[config.mk]
export PLATFORM = sky130hd
export DESIGN_NAME = bpp_window_calc
export DESIGN_NICKNAME = d
export VERILOG_FILES = /design/src/rtl/bpp_pkg.sv /design/src/rtl/bpp_window_calc.sv
export SDC_FILE = /design/constraint.sdc
export NUM_CORES = 1
export LEC_CHECK = 0
export ABC_AREA = 1
export BUFFER_PORTS_ARGS = -buffer_cell sky130_fd_sc_hd__clkbuf_2
export CAP_MARGIN = 10
export CORE_MARGIN = 2
export CORE_UTILIZATION = 41
export DETAILED_ROUTE_END_ITERATION = 8
export PLACE_DENSITY = 0.95
export SLEW_MARGIN = 30
export SYNTH_ARGS = -nofsm -noshare
export SYNTH_HDL_FRONTEND = slang
export SYNTH_SLANG_ARGS = --single-unit
export TNS_END_PERCENT = 10
[constraint.sdc]
create_clock -name vclk -period 1.9
set_clock_uncertainty 0.2 [all_clocks]
set_input_delay 0.19 -clock vclk [all_inputs]
set_output_delay 0.19 -clock vclk [all_outputs]
set_load 0.02 [all_outputs]
[src/rtl/bpp_pkg.sv]
package bpp_pkg;
  typedef struct packed {
    logic bp4_en;
    logic bp4_hi;
    logic tb_en;
    logic tb_hi;
  } bpp_cfg_t;
endpackage

[src/rtl/bpp_window_calc.sv]
module bpp_window_calc
  import bpp_pkg::*;
#(
  parameter int DEV_BYTES_LOG2    = 23,
  parameter int SECTOR_COUNT_LOG2 = 7,
  localparam int ADDR_W = DEV_BYTES_LOG2 + 1
) (
  input  logic              clk,
  input  logic              rst_n,
  input  logic [6:2]        sr_bits,
  input  bpp_cfg_t          cfg,
  output logic [ADDR_W-1:0] win_start,
  output logic [ADDR_W-1:0] win_end
);
  localparam int SECTOR_LOG2 = DEV_BYTES_LOG2 - SECTOR_COUNT_LOG2;
  localparam int NCODES      = 16;
  localparam logic [ADDR_W-1:0] DEV_SIZE = ADDR_W'(1) << DEV_BYTES_LOG2;

  function automatic int min_log2(input int nbits);
    int usable;
    usable = (1 << nbits) - 2;
    if (SECTOR_COUNT_LOG2 > usable) return SECTOR_LOG2 + SECTOR_COUNT_LOG2 - usable;
    return SECTOR_LOG2;
  endfunction

  function automatic logic [ADDR_W-1:0] sat_len(input int lg);
    if (lg >= DEV_BYTES_LOG2) return DEV_SIZE;
    return ADDR_W'(1) << lg;
  endfunction

  localparam int MIN3 = min_log2(3);
  localparam int MIN4 = min_log2(4);

  logic [ADDR_W-1:0] len3 [NCODES];
  logic [ADDR_W-1:0] len4 [NCODES];

  genvar k;
  generate
    for (k = 0; k < NCODES; k++) begin : g_len
      if (k == 0) begin : g_zero
        assign len3[k] = '0;
        assign len4[k] = '0;
      end else begin : g_pow
        assign len3[k] = sat_len(MIN3 + k - 1);
        assign len4[k] = sat_len(MIN4 + k - 1);
      end
    end
  endgenerate

  logic       bp_hi;
  logic [3:0] code;
  logic       bottom;
  logic [ADDR_W-1:0] win_len;

  always_comb begin
    bp_hi   = cfg.bp4_en & (cfg.bp4_hi ? sr_bits[6] : sr_bits[5]);
    code    = {bp_hi, sr_bits[4:2]};
    bottom  = cfg.tb_en & (cfg.tb_hi ? sr_bits[6] : sr_bits[5]);
    win_len = cfg.bp4_en ? len4[code] : len3[code];
    if (code == 4'd0) begin
      win_start = '0;
      win_end   = '0;
    end else if (bottom) begin
      win_start = '0;
      win_end   = win_len;
    end else begin
      win_start = DEV_SIZE - win_len;
      win_end   = DEV_SIZE;
    end
  end

  // the window never leaves the array and never inverts
  a_r5_window_bounds: assert property (@(posedge clk) disable iff (!rst_n)
    (win_end <= DEV_SIZE) && (win_start <= win_end));
endmodule

* Word level (Yosys, flattened, before mapping) *
Memory sizes are Yosys's and may differ from the RTL's.
Cells that the tools add are included.
Widths: inputs -> output; s select.

storage, ports and cells
  logic and storage cells = 19
  memories kept = 2
  input port bits = 11
  output and inout bits = 48
  register bits after elaboration = 0
  ROM bits = 768

memory list
  memory           depth  width  read ports  clocked after Yosys merged registers in  wr ports  line                   source
  (no name shown)  16     24     1           0                                        0         bpp_window_calc.sv:59  win_len = cfg.bp4_en ? len4[code] : len3[code];
  (no name shown)  16     24     1           0                                        0         bpp_window_calc.sv:59

operators by class
  add/sub/neg operators = 1
  multiplexer cells = 11
  order comparisons = 1
  bitwise operators = 3
  reduce and logical (&&, ||, !) cells = 1

operators by type and width
  cell                    count
  $mux 24                 9
  $sub 24x24->24 const A  1
  $ge 5x5->1 const B      1
  $not 4->5               1
  $logic_not 4->1         1
  $and 1x1->1             2
  $mux 1                  2

* Longest topological paths before layout *
Gate-level depths: netlist (run 1).

  word-level depth = 10
  gate-level depth with buffers = 11
  mapped depth without buffers = 11

* Worst setup path before layout (run 1) *
OpenSTA, ideal clock, no wires.

  kind = input port to output port
  from = in cfg[3] in the netlist's numbering
  to = out win_start[20]
  cell stages on the path = 9
  arrival time = 1340 ps
  required time = 1510 ps
  slack = 170 ps
  path buffers = 1
  cell sequence = buf_6 > nand3_1 > or2_4 > ha_1 > inv_1 > nor2_4 > nand2_1 > nand2_1 > nor2_1

on the way
  longest elaborated chain between the ends = 9
  elaborated cells on any way between the ends = 13
  classes of those cells = add/sub (1); mux (7); bitwise (2); reduce/logical (1); memory (2)

RTL lines
  what                                        line                   source
  from (decl)                                 bpp_window_calc.sv:11  input bpp_cfg_t cfg,
  $and 1x1->1                                 bpp_window_calc.sv:56  bp_hi = cfg.bp4_en & (cfg.bp4_hi ? sr_bits[6] : sr_bits[5]);
  $not 4->5 (not written as such)             bpp_window_calc.sv:59
  $mem_v2 16x24                               n/a
  $mux 24 (not written as such) (2 in a row)  bpp_window_calc.sv:59
  $mux 24                                     bpp_window_calc.sv:59
  $sub 24x24->24                              bpp_window_calc.sv:67  win_start = DEV_SIZE - win_len;
  $mux 24                                     bpp_window_calc.sv:63  end else if (bottom) begin
  $mux 24 *                                   bpp_window_calc.sv:60  if (code == 4'd0) begin
  to (decl)                                   bpp_window_calc.sv:12  output logic [ADDR_W-1:0] win_start,

Every way passes the cells marked *; elsewhere a longest branch is shown, timed or not. The select of a mux whose other input is x is not followed.

* Worst setup path after layout (run 1) *
  from = in sr_bits[2] in the netlist's numbering
  to = out win_start[22]

on the way
  longest elaborated chain between the ends = 8
  elaborated cells on any way between the ends = 12
  classes of those cells = add/sub (1); mux (7); bitwise (1); reduce/logical (1); memory (2)

RTL lines
  what                                        line                   source
  from (decl)                                 bpp_window_calc.sv:10  input logic [6:2] sr_bits,
  $not 4->5 (not written as such)             bpp_window_calc.sv:59
  $mem_v2 16x24                               n/a
  $mux 24 (not written as such) (2 in a row)  bpp_window_calc.sv:59
  $mux 24                                     bpp_window_calc.sv:59
  $sub 24x24->24                              bpp_window_calc.sv:67
  $mux 24                                     bpp_window_calc.sv:63
  $mux 24 *                                   bpp_window_calc.sv:60

Marks and branches as above.

==> out/qor.txt, run 1 <==
Initial Util: 44.5%
die span in x: 44.9 um
Post-CTS Setup Inserts: 0
# fillers: 177
final period utilization: 94.1%
FF+latch area: 0 sq um
CP arrival: 1.40 ns
IO Pins: 59
startpoint types: input port
total power draw: 0.241 mW
Detailed Route Iter0 Violations: 6
Overflow after GRT: 0
drt drc: 0
TNS Setup: 0 ns
Min Hold Slack: 0.626 ns
Core Box Area: 0.00154 sq mm
Pwr Density: 322 mW/mm^2
Area Growth Syn to Fin: 9.31%
fmax: 0.560 GHz
Die Area: 0.00202 sq mm
vias in the first global route: 555
IO Port Bufs: 24
cell row count: 14
cell area after synthesis: 686 sq um
Buf+Inv Stages, Crit Path: 4
sequential-to-total area share from yosys stat: 0%
final antenna-violating net count: 0
# setup viols final: 0
Crit path top cell by count: nand2_1
cell family with most CP delay: simple AND/OR/NAND/NOR gates
status: finished clean
Hold WC Path Type: in -> out
n_diodes: 0
minimum clock period: 1.79 ns
Critical Path RT: 1.51 ns
Netlist cell types: 22
DR pass1 iterations: 3
Critical Path Sink Type: output pin
Ys Warns: 0
Leak: 0.500 nW
ratio of cells with drive above 1 in the final layout: 30.5%
VDD IR max: 104 uV
commonest non-fill, non-tap cell in the layout: conb_1
crit path kind: in -> out
total wire length: 1.34 mm
largest net degree at the start of global routing: 11
drt wl/cell: 7.99 um
via count of the routed design: 691
hpwl dp: 1.17 mm
die height: 44.9 um
initial antenna violation count: 0
Seq cells: 0
Mapped Avg Cell Area: 5.53 sq um
gr usage total: 12.6%
Max stage delay on crit path: 0.19 ns
CP max-delay cell: ha_4
crit-path cells: clkbuf_4, inv_1, nand3_1, nand2_1, nand3_2, ha_4, inv_2, nor2_4, nand3b_1, nand2_1, nor2_2, buf_4
Max Slew Vio Count: 0
max_cap viols: 0
first-pass GRT wire length: 2.02 mm
routability congestion estimate: 0.814
Cells after Synth: 124
most frequent cells in the layout: conb_1 (33), nand2_1 (22), clkbuf_2 (21), inv_1 (15), nor2_1 (15)
final hold violations: 0
peak fanout along the critical path: 6
Layout Nets: 165
Via-to-Cell Ratio: 4.14
# clk buffers: 0
## worst paths after layout
| kind | endpoint | startpoint | cells after the start | slack (ns) |
|---|---|---|---|---|
| max | win_start[22] | sr_bits[2] | 12 | 0.11 |
| min | win_start[16] | cfg[1] | 5 | 0.63 |
## cell type report
class / count / area (sq um) / area share, %
multi-input cells: 102 / 492 / 65.6
repair buffers: 29 / 163 / 21.7
inverters: 20 / 75.1 / 10.0
well taps: 16 / 20.0 / 2.67
## power by group
part	internal [mW]	leakage (nW)	switching [mW]
clock	0	0	0
combinational	0.0676	0.500	0.174
sequential	0	0	0
total	0.0676	0.500	0.174
## cells in the mapped netlist
library cell | n | share of area (%)
nand3_4 | 1 | 2.6
inv_2 | 4 | 2.2
nand3_2 | 1 | 1.5
conb_1 | 1 | 0.55
nand3_1 | 10 | 7.3
nor2_4 | 1 | 1.6
ha_1 | 1 | 1.8
nor2_2 | 2 | 1.8
a21oi_1 | 2 | 1.5
nor3_1 | 2 | 1.5
or2_4 | 1 | 1.3
o21ai_0 | 1 | 0.73
nand2_2 | 3 | 2.7
buf_6 | 1 | 1.6
nand3b_1 | 1 | 1.1
o311ai_0 | 1 | 1.3
inv_1 | 16 | 8.8
nor2_1 | 16 | 8.8
nand2_1 | 22 | 12
nand4_1 | 2 | 1.8
buf_4 | 33 | 36
o21ai_1 | 2 | 1.5
## repair_timing
item                                    in CTS  in global routing
endpoints found under the hold margin        0                  0
hold buffers                                 0                  0
endpoints found under the setup margin       0                  2
resized for setup                            0                 10
## worst min-delay path: stages
cell	delay [ns]
clkbuf_2	0.08
inv_1	0.04
nor3_1	0.06
nor2_1	0.10
clkbuf_2	0.17
## metrics by stage
step | instance area (sq um) | setup WS [ns] | instances | util [%]
after floorplan | 806 | 0.170 | 156 | -
after global placement | 724 | 0.0458 | 167 | 47.0
after detailed placement | 724 | 0.0218 | 167 | 47.0
after CTS | 724 | 0.0188 | 167 | 47.0
after global routing | 749 | -0.00558 | 167 | 48.6
final | 749 | 0.113 | 167 | 48.6
## kinds of logic after synthesis
kind of cell    share of synthesized area [%]
buf+inv                                  48.7
compound gates                           4.93
simple gates                             44.0
fa+ha+maj                                1.82
other cells                             0.547
## layer usage
metal | up-vias | share of wire (%) | global-route usage (%)
li1 | 371 | - | -
met1 | 283 | 39 | 14.5
met2 | 33 | 50 | 24.6
met3 | 4 | 7.7 | 0
met4 | 0 | 2.3 | 4.71
met5 | - | 0 | 0
Power figures use the tool's default switching activity.
==> run 2, diff against run 1 <==
--- a/config.mk
+++ b/config.mk
@@ -8,7 +8,6 @@
 export ABC_AREA = 1
 export BUFFER_PORTS_ARGS = -buffer_cell sky130_fd_sc_hd__clkbuf_2
 export CAP_MARGIN = 10
-export CORE_MARGIN = 2
 export CORE_UTILIZATION = 41
 export DETAILED_ROUTE_END_ITERATION = 8
 export PLACE_DENSITY = 0.95
==> constraint.sdc (replaced) <==
create_clock -name vclk -period 1.9
set_clock_uncertainty 0.2 [all_clocks]
set_input_delay 0 -clock vclk [all_inputs]
set_output_delay 0 -clock vclk [all_outputs]
set_load 0.02 [all_outputs]
==> out/qor.txt, run 2 (same netlist as run 1, synthesis figures left out) <==
status: finished clean
final period utilization: 83.8%
# fillers: 175
final hold violations: 0
DR pass1 iterations: 4
# clk buffers: 0
ratio of cells with drive above 1 in the final layout: 25.3%
Initial Util: 44.5%
first-pass GRT wire length: 1.94 mm
Seq cells: 0
Crit path top cell by count: clkbuf_2
drt drc: 0
via count of the routed design: 693
startpoint types: input port
Hold Path Depth: 5
TNS Setup: 0 ns
max_cap viols: 0
cell row count: 14
peak fanout along the critical path: 7
hpwl dp: 1.02 mm
Area Growth Syn to Fin: 0.182%
# setup viols final: 0
minimum clock period: 1.59 ns
RSZ-0062 raised after global routing: no
Overflow after GRT: 0
total wire length: 1.18 mm
Max stage delay on crit path: 0.28 ns
initial antenna violation count: 0
post-CTS sizing: 0
Core Box Area: 0.00154 sq mm
most frequent cells in the layout: conb_1 (33), clkbuf_2 (24), nand2_1 (22), inv_1 (16), nor2_1 (16)
Via-to-Cell Ratio: 4.28
IO Port Bufs: 24
Layout Nets: 160
Detailed Route Iter0 Violations: 10
CTS Hold Bufs: 0
FF+latch area: 0 sq um
final antenna-violating net count: 0
Die Area: 0.00184 sq mm
CP max-delay cell: or2_4
fin util: 44.6%
fmax: 0.628 GHz
crit path kind: in -> out
die span in x: 42.9 um
Leak: 0.475 nW
commonest non-fill, non-tap cell in the layout: conb_1
VDD IR max: 94.4 uV
Pwr Density: 327 mW/mm^2
crit-path cells: clkbuf_2, inv_2, nand3_1, or2_4, ha_1, inv_1, nor2_4, nand3b_1, nand2_1, nor2_2, clkbuf_2
largest net degree at the start of global routing: 11
combined area of the multi-input logic cells: 472 sq um
drt wl/cell: 7.29 um
routability congestion estimate: 0.825
die height: 42.9 um
Hold WC Path Type: in -> out
Critical Path Sink Type: output pin
n_diodes: 0
CP arrival: 1.39 ns
vias in the first global route: 483
Critical Path RT: 1.70 ns
gr usage total: 12.4%
Max Slew Vio Count: 0
Post-CTS Setup Inserts: 0
IO Pins: 59
run 2: path summary, 6_finish.rpt:
kind / startpoint / endpoint / slack (ns)
max: sr_bits[4] / win_start[22] / 0.31
min: cfg[1] / win_start[16] / 0.25
run 2: area by class of cell:
class / instances / area share (%)
repair buffers: 24 / 17.5
well taps: 16 / 2.91
multi-input cells: 102 / 68.7
inverters: 20 / 10.9
run 2: power breakdown:
group | total (mW) | internal [mW] | switching [mW] | leakage, nW
clock network | 0 | 0 | 0 | 0
logic | 0.225 | 0.0566 | 0.168 | 0.475
registers | 0 | 0 | 0 | 0
total | 0.225 | 0.0566 | 0.168 | 0.475
run 2: per-stage QoR:
stage	worst slack [ns]	instance area, sq um	hold WS [ns]	instances	power (mW)
floorplan	0.550	806	0.0823	156	0.229
global placement	0.331	687	0.243	162	0.221
detailed placement	0.320	687	0.253	162	0.224
CTS	0.318	687	0.255	162	0.224
global route	0.190	687	0.305	162	0.251
finish	0.308	687	0.252	162	0.225
run 2: metal layers:
layer,up-vias,wire (um),track usage [%]
li1,361,-,-
met1,284,495,18.2
met2,48,588,21.5
met3,0,96,0
met4,0,0,0
met5,-,0,0
run 2: worst max-delay path: cells and delay by family:
| kind | cells | cell delay (ns) |
|---|---|---|
| buffers and inverters | 4 | 0.51 |
| AND/OR/NAND/NOR | 6 | 0.68 |
| adder cells (fa/ha/maj) | 1 | 0.19 |
==> run 3, diff against run 2 <==
==> constraint.sdc (replaced) <==
create_clock -name vclk -period 1.6
set_clock_uncertainty 0.2 [all_clocks]
set_input_delay 0 -clock vclk [all_inputs]
set_output_delay 0 -clock vclk [all_outputs]
set_load 0.02 [all_outputs]
==> out/qor.txt, run 3 (same netlist as run 1, synthesis figures left out) <==
Overflow after GRT: 0
Layout Nets: 163
final antenna-violating net count: 0
# clk buffers: 0
die height: 42.9 um
total wire length: 1.13 mm
most frequent cells in the layout: conb_1 (33), nand2_1 (22), clkbuf_2 (22), inv_1 (16), nor2_1 (16)
TNS Setup: 0 ns
commonest non-fill, non-tap cell in the layout: conb_1
Seq cells: 0
max_cap viols: 0
minimum clock period: 1.50 ns
status: finished clean
Area Growth Syn to Fin: 3.47%
Initial Util: 44.5%
Leak: 0.490 nW
largest net degree at the start of global routing: 11
Min Hold Slack: 0.237 ns
final hold violations: 0
gr usage total: 12.0%
CP max-delay cell: or2_4
Critical Path RT: 1.40 ns
CP arrival: 1.30 ns
cell row count: 14
# setup viols final: 0
first-pass GRT wire length: 1.88 mm
Hold WC Path Type: in -> out
crit-path cells: clkbuf_2, inv_2, nand3_1, or2_4, ha_1, inv_1, nor2_4, nand3b_1, nand2_1, nor2_2, buf_2
crit path kind: in -> out
RSZ-0062 raised after global routing: no
peak fanout along the critical path: 7
startpoint types: input port
fmax: 0.668 GHz
Core Box Area: 0.00154 sq mm
final period utilization: 93.5%
vias in the first global route: 487
FF+latch area: 0 sq um
Die Area: 0.00184 sq mm
fin util: 46.0%
# fillers: 168
initial antenna violation count: 0
Pwr Density: 382 mW/mm^2
Via-to-Cell Ratio: 4.03
IO Port Bufs: 24
VDD IR max: 100 uV
WP depth: 11
hpwl dp: 1.03 mm
Detailed Route Iter0 Violations: 15
Max Slew Vio Count: 0
Max stage delay on crit path: 0.28 ns
combined area of the multi-input logic cells: 472 sq um
Final Worst Setup Slack: 0.104 ns
DP Worst Slack: 0.0822 ns
ratio of cells with drive above 1 in the final layout: 26.8%
Buf+Inv Stages, Crit Path: 4
drt wl/cell: 6.86 um
Hold Path Depth: 5
routability congestion estimate: 0.822
n_diodes: 0
DR pass1 iterations: 4
die span in x: 42.9 um
cell family with most CP delay: simple AND/OR/NAND/NOR gates
IO Pins: 59
CTS Hold Bufs: 0
drt drc: 0
Critical Path Sink Type: output pin
via count of the routed design: 665
-- run 3: cell count changes in the layout (fill, tap and decap cells not counted) --
cell and change:
buf_2 +2, clkbuf_2 -2, buf_4 +3
-- run 3: per-stage QoR --
stage,power (mW),instances,instance area (sq um)
floorplan,0.272,156,806
CTS,0.271,165,709
global route,0.302,165,709
finish,0.271,165,709
global placement,0.268,165,709
detailed placement,0.271,165,709
-- run 3: timing repair --
item | in CTS | in global routing
buffers inserted | 0 | 0
gates resized for setup | 0 | 2
setup endpoints to repair | 0 | 2
endpoints found under the hold margin | 0 | 0
-- run 3: final timing paths --
kind | startpoint | end
worst max-delay path | sr_bits[4] | win_start[22]
worst min-delay path | cfg[1] | win_start[16]
-- run 3: metal layers --
| metal | share of wire [%] | up-vias | global-route usage (%) |
|---|---|---|---|
| li1 | - | 365 | - |
| met5 | 0 | - | 0 |
| met4 | 0 | 0 | 0 |
| met1 | 44 | 266 | 15.4 |
| met2 | 50 | 34 | 23.3 |
| met3 | 5.7 | 0 | 0 |
-- run 3: tightest hold or removal path, cell delays in order --
cell and delay [ns]:
clkbuf_2 0.08, inv_1 0.04, nor3_1 0.06, nor2_1 0.09
clkbuf_2 0.17
-- run 3: final cells by class --
| type | instances | share of cell area, % |
|---|---|---|
| inverter | 20 | 10.6 |
| timing repair buffer | 27 | 20.1 |
| tap | 16 | 2.82 |
| multi-input combinational | 102 | 66.5 |
-- run 3: report_power, final --
group	switching (mW)	leakage, nW	internal (mW)
combinational	0.199	0.490	0.0720
clock	0	0	0
sequential	0	0	0
total	0.199	0.490	0.0720
